File: src/rtl/dma_regbank_pkg.sv
package dma_regbank_pkg;
  localparam int MAX_CH   = 12;
  localparam int GRP_CH   = 8;
  localparam int SLICE_W  = 4;
  localparam int STATE_W  = 2;
  localparam int ERR_OFS  = 8;
  localparam int ST_OFS   = 16;

  // word indices (byte offset / 4)
  localparam int W_CTL_LO = 0;
  localparam int W_RSV_A  = 1;
  localparam int W_IEN    = 2;
  localparam int W_CTL_HI = 3;
  localparam int W_STS_LO = 4;
  localparam int W_RSV_B  = 5;
  localparam int W_STS_HI = 6;

  typedef enum logic [1:0] {
    MODE_OFF = 2'd0, MODE_CHAIN = 2'd1, MODE_SINGLE = 2'd2, MODE_RSVD = 2'd3
  } chan_mode_e;

  typedef enum logic [1:0] {
    ST_IDLE = 2'd0, ST_FETCH = 2'd1, ST_WAIT = 2'd2, ST_BUS = 2'd3
  } eng_state_e;

  function automatic int ctl_word(input int ch);
    return (ch < GRP_CH) ? W_CTL_LO : W_CTL_HI;
  endfunction

  function automatic int sts_word(input int ch);
    return (ch < GRP_CH) ? W_STS_LO : W_STS_HI;
  endfunction

  function automatic int ien_bit(input int ch);
    return (ch < GRP_CH) ? ch : ch + GRP_CH;
  endfunction

  function automatic int grp_idx(input int ch);
    return ch % GRP_CH;
  endfunction
endpackage

File: src/rtl/dma_chan_regs.sv
module dma_chan_regs
  import dma_regbank_pkg::*;
#(
  parameter int CH   = 0,
  parameter int WIDX = 3
) (
  input  logic            clk,
  input  logic            rst_n,
  input  logic            wr_en,
  input  logic [WIDX-1:0] wr_word,
  input  logic [31:0]     wdata,
  input  logic            set_done,
  input  logic            set_err,
  output logic [1:0]      mode_o,
  output logic            dir_o,
  output logic            ien_o,
  output logic            irq_flag_o,
  output logic            err_flag_o
);
  localparam int LC = grp_idx(CH);
  localparam int CW = ctl_word(CH);
  localparam int SW = sts_word(CH);
  localparam int IB = ien_bit(CH);

  logic ctl_hit, ien_hit, sts_hit;
  logic clr_irq, clr_err;
  logic unused_wd;

  assign ctl_hit = wr_en && (wr_word == WIDX'(CW));
  assign ien_hit = wr_en && (wr_word == WIDX'(W_IEN));
  assign sts_hit = wr_en && (wr_word == WIDX'(SW));
  assign clr_irq = sts_hit && wdata[LC];
  assign clr_err = sts_hit && wdata[LC+ERR_OFS];
  assign unused_wd = ^wdata;

  always_ff @(posedge clk) begin
    if (!rst_n) begin
      mode_o     <= MODE_OFF;
      dir_o      <= 1'b0;
      ien_o      <= 1'b0;
      irq_flag_o <= 1'b0;
      err_flag_o <= 1'b0;
    end else begin
      if (ctl_hit) begin
        mode_o <= wdata[SLICE_W*LC +: 2];
        dir_o  <= wdata[SLICE_W*LC + 2];
      end
      if (ien_hit) ien_o <= wdata[IB];
      // set has priority over a same-cycle clear
      irq_flag_o <= (irq_flag_o && !clr_irq) || set_done || set_err;
      err_flag_o <= (err_flag_o && !clr_err) || set_err;
    end
  end
endmodule

File: src/rtl/dma_rd_mux.sv
module dma_rd_mux
  import dma_regbank_pkg::*;
#(
  parameter int NUM_CH = 12,
  parameter int WIDX   = 3
) (
  input  logic [WIDX-1:0]         rd_word,
  input  logic [2*NUM_CH-1:0]     mode,
  input  logic [NUM_CH-1:0]       dir,
  input  logic [NUM_CH-1:0]       ien,
  input  logic [NUM_CH-1:0]       irq_flag,
  input  logic [NUM_CH-1:0]       err_flag,
  input  logic [STATE_W*NUM_CH-1:0] state,
  output logic [31:0]             rdata
);
  always_comb begin
    rdata = '0;
    for (int c = 0; c < NUM_CH; c++) begin
      if (rd_word == WIDX'(ctl_word(c))) begin
        rdata[SLICE_W*grp_idx(c) +: 2] = mode[2*c +: 2];
        rdata[SLICE_W*grp_idx(c) + 2]  = dir[c];
      end
      if (rd_word == WIDX'(W_IEN))
        rdata[ien_bit(c)] = ien[c];
      if (rd_word == WIDX'(sts_word(c))) begin
        rdata[grp_idx(c)]                              = irq_flag[c];
        rdata[grp_idx(c) + ERR_OFS]                    = err_flag[c];
        rdata[ST_OFS + STATE_W*grp_idx(c) +: STATE_W]  = state[STATE_W*c +: STATE_W];
      end
    end
  end
endmodule

File: src/rtl/dma_regbank.sv
module dma_regbank
  import dma_regbank_pkg::*;
#(
  parameter int NUM_CH = 12,
  parameter int ADDR_W = 5
) (
  input  logic                  clk,
  input  logic                  rst_n,
  input  logic                  wr_en,
  input  logic [ADDR_W-1:0]     addr,
  input  logic [31:0]           wdata,
  output logic [31:0]           rdata,
  input  logic [NUM_CH-1:0]     ch_done,
  input  logic [NUM_CH-1:0]     ch_err,
  input  logic [2*NUM_CH-1:0]   ch_state,
  output logic [2*NUM_CH-1:0]   ch_mode,
  output logic [NUM_CH-1:0]     ch_dir,
  output logic                  irq
);
  localparam int WIDX = ADDR_W - 2;

  logic [WIDX-1:0]   word;
  logic [NUM_CH-1:0] ien_vec;
  logic [NUM_CH-1:0] irq_flag;
  logic [NUM_CH-1:0] err_flag;
  logic              unused_lsb;

  assign word       = addr[ADDR_W-1:2];
  assign unused_lsb = ^addr[1:0];

  for (genvar c = 0; c < NUM_CH; c++) begin : g_ch
    dma_chan_regs #(.CH(c), .WIDX(WIDX)) u_ch (
      .clk        (clk),
      .rst_n      (rst_n),
      .wr_en      (wr_en),
      .wr_word    (word),
      .wdata      (wdata),
      .set_done   (ch_done[c]),
      .set_err    (ch_err[c]),
      .mode_o     (ch_mode[2*c +: 2]),
      .dir_o      (ch_dir[c]),
      .ien_o      (ien_vec[c]),
      .irq_flag_o (irq_flag[c]),
      .err_flag_o (err_flag[c])
    );
  end

  dma_rd_mux #(.NUM_CH(NUM_CH), .WIDX(WIDX)) u_rd (
    .rd_word  (word),
    .mode     (ch_mode),
    .dir      (ch_dir),
    .ien      (ien_vec),
    .irq_flag (irq_flag),
    .err_flag (err_flag),
    .state    (ch_state),
    .rdata    (rdata)
  );

  assign irq = |(irq_flag & ien_vec);
endmodule

File: config.mk
export PLATFORM = sky130hd
export DESIGN_NAME = dma_regbank
export DESIGN_NICKNAME = d
export VERILOG_FILES = /design/src/rtl/dma_regbank_pkg.sv /design/src/rtl/dma_chan_regs.sv /design/src/rtl/dma_rd_mux.sv /design/src/rtl/dma_regbank.sv
export SDC_FILE = /design/constraint.sdc
export NUM_CORES = 1
export LEC_CHECK = 0
export CAP_MARGIN = 30
export CORE_UTILIZATION = 39
export DETAILED_ROUTE_END_ITERATION = 10
export PLACE_DENSITY = 0.73
export SYNTH_ARGS = -nofsm -noshare
export SYNTH_HDL_FRONTEND = slang
export SYNTH_SLANG_ARGS = --single-unit
File: constraint.sdc
create_clock -name clk -period 4.4 [get_ports clk]
set_clock_uncertainty 0.1 [all_clocks]
set_input_delay 0.88 -clock clk [delete_from_list [all_inputs] [get_ports clk]]
set_output_delay 0.88 -clock clk [all_outputs]
set_load 0.01 [all_outputs]
==> results.toml, run 1 <==
[setup_path]
reg2reg_from = "g_ch[4].u_ch.irq_flag_o"
worstPathRequired_ps = 3420
path_class = "primary input to primary output"
r2r_slack_ps = 3450
reg2reg_depth = 2
path_max_fanout = 14
setup.worst_path.end_class = "primary output"
start_kind = "primary input"
worst_r2r_endpoint = "g_ch[4].u_ch.irq_flag_o"
cp.arrival_ps = 3120

[global_routing]
track_usage_pct = 24.0
grt_pass1_vias = 3666
gr-total-overflow = 0
antenna_found_initial = 0
grt_pass1_wl_um = 18400
grt_max_degree = 44

[cts]
root_buffer = "clkbuf_8"
ctsHtreeMaxLevel = 3
clock_path_buffers = 2
postCtsResizedCells = 0
post-cts-setup-buffer-count = 0
cts.sinks = 72
holdBufCountCts = 0
numCtsBuffers = 9
clkSlewWorstSetupHoldPaths_ps = 70
clk_latency_ps = 350
tritoncts = "done"

[timing]
fmax_mhz = 244
final.min_clock_period_ps = 4100
rsz0062_at_grt = "no"
final.period_utilization_pct = 93.2
hold_viol = 0
worstMarginPinSlew_ps = 931
fin_tns_setup_ps = 0
slew_violations = 0
fin_ws_ps = 300
slew_headroom_pct = 37.9
setup_viol = 0

[place]
hpwl_um = 8670
dp_slack_ps = 315
portBuffers = 151
dp.cells = 667
gp_congestion = 0.821

[pwr]
power_frac_comb_pct = 16.2
power.switching_uw = 387
p_leak_uw = 0.00198
p_int_uw = 1280
totalPowerFinal_uw = 1670
pwr-share-clk_pct = 42.1
power_density_nw_per_um2 = 308
sw_frac_of_total_pct = 23.2
p_seq_share_pct = 41.7
ir_worst_vdd_mv = 0.194

[floorplanning]
start_util_pct = 40.2
core_um2 = 9200
fp-row-count = 35
die_h_um = 99.4
dieArea_um2 = 9880
io_pins = 157
die_w_um = 99.4

[detailed_routing]
first_pass_iters = 4
drc = 0
ant_nets = 0
wl_per_cell_um = 17.2
wirelength_um = 11700
via_count = 3679
drt_iter0_drc = 211
viasPerCell = 5.39

[synthesis]
syn_nets = 529
ys_ff_latch = 72
synth_cell_types = 39
ys_seq_area_share_pct = 38.9
synth_edf_count = 0
syn_inst = 441
ys_warn_count = 0
syn_area_per_cell_um2 = 8.39
async_flop_share_pct = 0
ys.flop_type = "dfxtp_1"
syn_area_um2 = 3700

[final_layout]
antennaDiodeCount = 0
nNetsFinal = 655
fin_cells = 683
drive_gt1_share_pct = 7.52
layout_common_cells = "clkdlybuf4s50_1, nand2_1, dfxtp_1"
area_growth_pct = 46.4
final_common_cell = "clkdlybuf4s50_1"

[worst_hold_path]
hold_path.class = "flop to flop"
hold_path_depth = 2
hold_end = "g_ch[4].u_ch.dir_o"
hp-start = "g_ch[4].u_ch.dir_o"

[status]
outcome = "finished, final reports clean"

[job]
cap_violations = 0
-- critical path, stage by stage --
cell	delay, ps
clkdlybuf4s50_1	590
buf_4	280
nor2_2	400
a22oi_1	170
o21ai_0	230
clkdlybuf4s50_1	570
-- Yosys cell counts, drive strengths merged, types with 2 or more instances --
master / instances / share of area (%)
o21ai: 19 / 2.6
a22o: 3 / 0.71
mux2: 6 / 1.8
nor2b: 6 / 1.0
and4b: 2 / 0.54
nand3b: 3 / 0.61
nor2: 19 / 2.0
nor3b: 3 / 0.74
nor3: 5 / 0.68
mux4: 3 / 1.8
clkbuf: 14 / 1.4
buf: 31 / 5.8
dfxtp: 72 / 39
and4bb: 2 / 0.68
a221oi: 4 / 0.95
mux2i: 14 / 3.8
a21boi: 60 / 12
inv: 13 / 1.3
and2: 4 / 0.68
a31oi: 15 / 2.5
o211a: 2 / 0.54
a22oi: 11 / 2.2
o31a: 12 / 2.8
o22ai: 3 / 0.51
nand2: 106 / 11
-- registers in the layout (all words and copies together) (netlist names) --
register / cells
g_ch.u_ch.dir_o: 12
g_ch.u_ch.err_flag_o: 12
g_ch.u_ch.ien_o: 12
g_ch.u_ch.mode_o: 24
g_ch.u_ch.irq_flag_o: 12
-- logic make-up after synthesis --
logic type             synth area share, %
AND/OR/NAND/NOR                       19.6
AO/OA/AOI/OAI                         25.5
flip-flops                            38.9
buffers and inverters                 8.52
multiplexers                          7.44
-- worst max path at each step --
stage	startpoint	end	slack (ps)	cells after the start
after global placement	addr[2]	rdata[12]	360	6
after CTS	addr[2]	rdata[12]	300	6
after detailed placement	addr[2]	rdata[12]	320	6
final	addr[2]	rdata[12]	300	6
after global routing	addr[2]	rdata[12]	170	6
after floorplan	addr[3]	rdata[4]	1500	5
-- power groups by stage --
stage / combinational (µW) / sequential [µW] / clock, µW
floorplan: 122 / 706 / 0
global placement: 263 / 709 / 0
detailed placement: 270 / 710 / 0
CTS: 271 / 695 / 711
global route: 292 / 698 / 735
finish: 270 / 695 / 701
-- metal layers --
metal	part of all wire [%]	wire length [µm]	vias up	global-route usage [%]
li1	-	-	1780	-
met4	1.9	221	0	10.1
met3	7.9	924	18	5.69
met2	47	5490	164	40.3
met5	0	0	-	0
met1	43	5090	1717	29.5
-- per-stage QoR --
step	hold slack, ps	util (%)	instance area (µm²)
after detailed placement	367	56.0	5150
after CTS	377	58.9	5420
final	372	58.9	5420
after global placement	358	55.8	5130
after global routing	394	58.9	5420
after floorplan	345	-	3700
-- cell type report --
cell class                      instances  area (µm²)
Timing Repair Buffer                  160        1580
Sequential cell                        72        1440
Clock buffer                           10         138
Tap cell                              111         139
Multi-Input combinational cell        311        1940
Clock inverter                          6         130
Fill cell                             832        3780
Inverter                               13        48.8
Note: power is estimated with default switching activity, not from simulation.
==> inputs of run 2 (changes only) <==
--- a/config.mk
+++ b/config.mk
@@ -6,6 +6,7 @@
 export NUM_CORES = 1
 export LEC_CHECK = 0
 export CAP_MARGIN = 30
+export CORE_MARGIN = 5
 export CORE_UTILIZATION = 39
 export DETAILED_ROUTE_END_ITERATION = 10
 export PLACE_DENSITY = 0.73
==> run 2 against run 1 <==
Compared with the run above:
- worst setup slack gained 130 ps
- routed wire length grew 2.4%
- hold slack lost 1.6 ps
- combinational power is essentially flat
- sequential share of layout area grew 0.42 points
- fmax grew 3.2%
- first-iteration DRC count grew 5.7%
- critical path depth is the same
- non-clock buffer count grew 1
- critical path type unchanged
- largest cell class unchanged
- highest routed layer unchanged
==> results.toml, run 2 (synthesized netlist as in run 1, its figures left out) <==
[cts]
postCtsResizedCells = 0
clock_path_buffers = 2
cts.sinks = 72
numCtsBuffers = 9
clk_latency_ps = 340
ctsHtreeMaxLevel = 3
holdBufCountCts = 0
clkSlewWorstSetupHoldPaths_ps = 70
post-cts-setup-buffer-count = 0
root_buffer = "clkbuf_8"
tritoncts = "done"

[floorplanning]
die_h_um = 107
fp-row-count = 35
core_um2 = 9240
die_w_um = 107
dieArea_um2 = 11500
start_util_pct = 40.1
io_pins = 157

[detailed_routing]
first_pass_iters = 4
drt_iter0_drc = 223
wl_per_cell_um = 17.1
drc = 0
wirelength_um = 12000
via_count = 3604
viasPerCell = 5.14
ant_nets = 0

[timing]
slew_violations = 0
slew_headroom_pct = 32.5
hold_viol = 0
worstMarginPinSlew_ps = 1010
rsz0062_at_grt = "no"
final.period_utilization_pct = 90.2
fmax_mhz = 252
fin_tns_setup_ps = 0
final.min_clock_period_ps = 3970
setup_viol = 0

[global_routing]
grt_busiest_layer = "met2"
grt_max_degree = 64
track_usage_pct = 20.9
antenna_found_initial = 0
use_met1_pct = 26.2
met3_usage_pct = 6.48
grt_pass1_vias = 3760
grt_pass1_wl_um = 19100
use_met2_pct = 34.1
gr-total-overflow = 0

[setup_path]
path_max_fanout = 12
startpoint = "addr[2]"
crit_slowest_cell = "clkdlybuf4s50_1"
cp.depth = 6
path_class = "primary input to primary output"
worstPathRequired_ps = 3420
reg2reg_from = "g_ch[4].u_ch.irq_flag_o"
critical_path.top_delay_family = "buffers and inverters"
cp_common_cell = "clkdlybuf4s50_1"
cp.arrival_ps = 2990
start_kind = "primary input"
max_stage_delay_ps = 590
path_buf_inv = 3
reg2reg_depth = 2
setup.worst_path.end_class = "primary output"
cp_cell_sequence = "clkdlybuf4s50_1 -> buf_4 -> nor2_2 -> a22oi_1 -> o21ai_0 -> clkdlybuf4s50_1"

[place]
gp_congestion = 0.870
hpwl_um = 9000
portBuffers = 151

[worst_hold_path]
hp-start = "g_ch[5].u_ch.mode_o[0]"
hold_path.class = "flop to flop"
hold_path_depth = 2

[final_layout]
final_core_util_pct = 57.7
layout_common_cells = "clkdlybuf4s50_1, nand2_1, dfxtp_1"
area_growth_pct = 44.1
drive_gt1_share_pct = 7.34
largest_register_ffs = 24
largest-register = "g_ch.u_ch.mode_o"
fillerInstances = 860
antennaDiodeCount = 0
final_common_cell = "clkdlybuf4s50_1"
nNetsFinal = 656

[pwr]
p_leak_uw = 0.00193
ir_worst_vdd_mv = 0.139
power_density_nw_per_um2 = 262

[status]
outcome = "finished, final reports clean"

[job]
cap_violations = 0
## run 2: changes by cell type in the layout (fill, tap and decap cells not counted), sizes merged
cell	delta
buf	+1
clkinv	+3
bufinv	-4
## run 2: worst paths after layout
| kind | slack, ps | end |
|---|---|---|
| max | 430 | rdata[12] |
| min | 370 | g_ch[5].u_ch.mode_o[0] |
| max reg2reg | 3430 | g_ch[4].u_ch.irq_flag_o |
| min reg2reg | 370 | g_ch[5].u_ch.mode_o[0] |
## run 2: worst min-delay path, cell delays in order (launching register included)
cell      delay [ps]
dfxtp_1          320
nand2_1           50
a21boi_1          50
## run 2: power by group
group          total [µW]  internal, µW  switching [µW]  leakage [µW]
Combinational         270           156             114       0.00126
Sequential            696           677            18.7      0.000590
Clock                 434           197             237     0.0000854
Total                1400          1030             370       0.00193
## run 2: metrics by stage
stage	total power [µW]	worst slack [ps]	area [µm²]	std cells	hold WS, ps
2_1_floorplan	828	1500	3700	441	345
3_3_place_gp	974	473	5160	685	358
3_5_place_dp	982	468	5180	686	363
4_1_cts	1410	443	5330	701	373
5_1_grt	1470	338	5330	701	388
6_report	1400	429	5330	701	371
## run 2: routing by layer
layer  vias to the layer above  share of wire, %
li1                       1781                 -
met5                         -                 0
met3                        13               9.4
met1                      1656                44
met4                         0               1.4
met2                       154                45
## run 2: cell type report
class | instances | area [µm²] | share of cell area [%]
Multi-Input combinational cell | 311 | 1940 | 36.5
Timing Repair Buffer | 161 | 1580 | 29.7
Sequential cell | 72 | 1440 | 27.0
Tap cell | 129 | 161 | 3.03
Clock buffer | 10 | 128 | 2.39
Inverter | 13 | 48.8 | 0.915
Clock inverter | 5 | 25.0 | 0.469
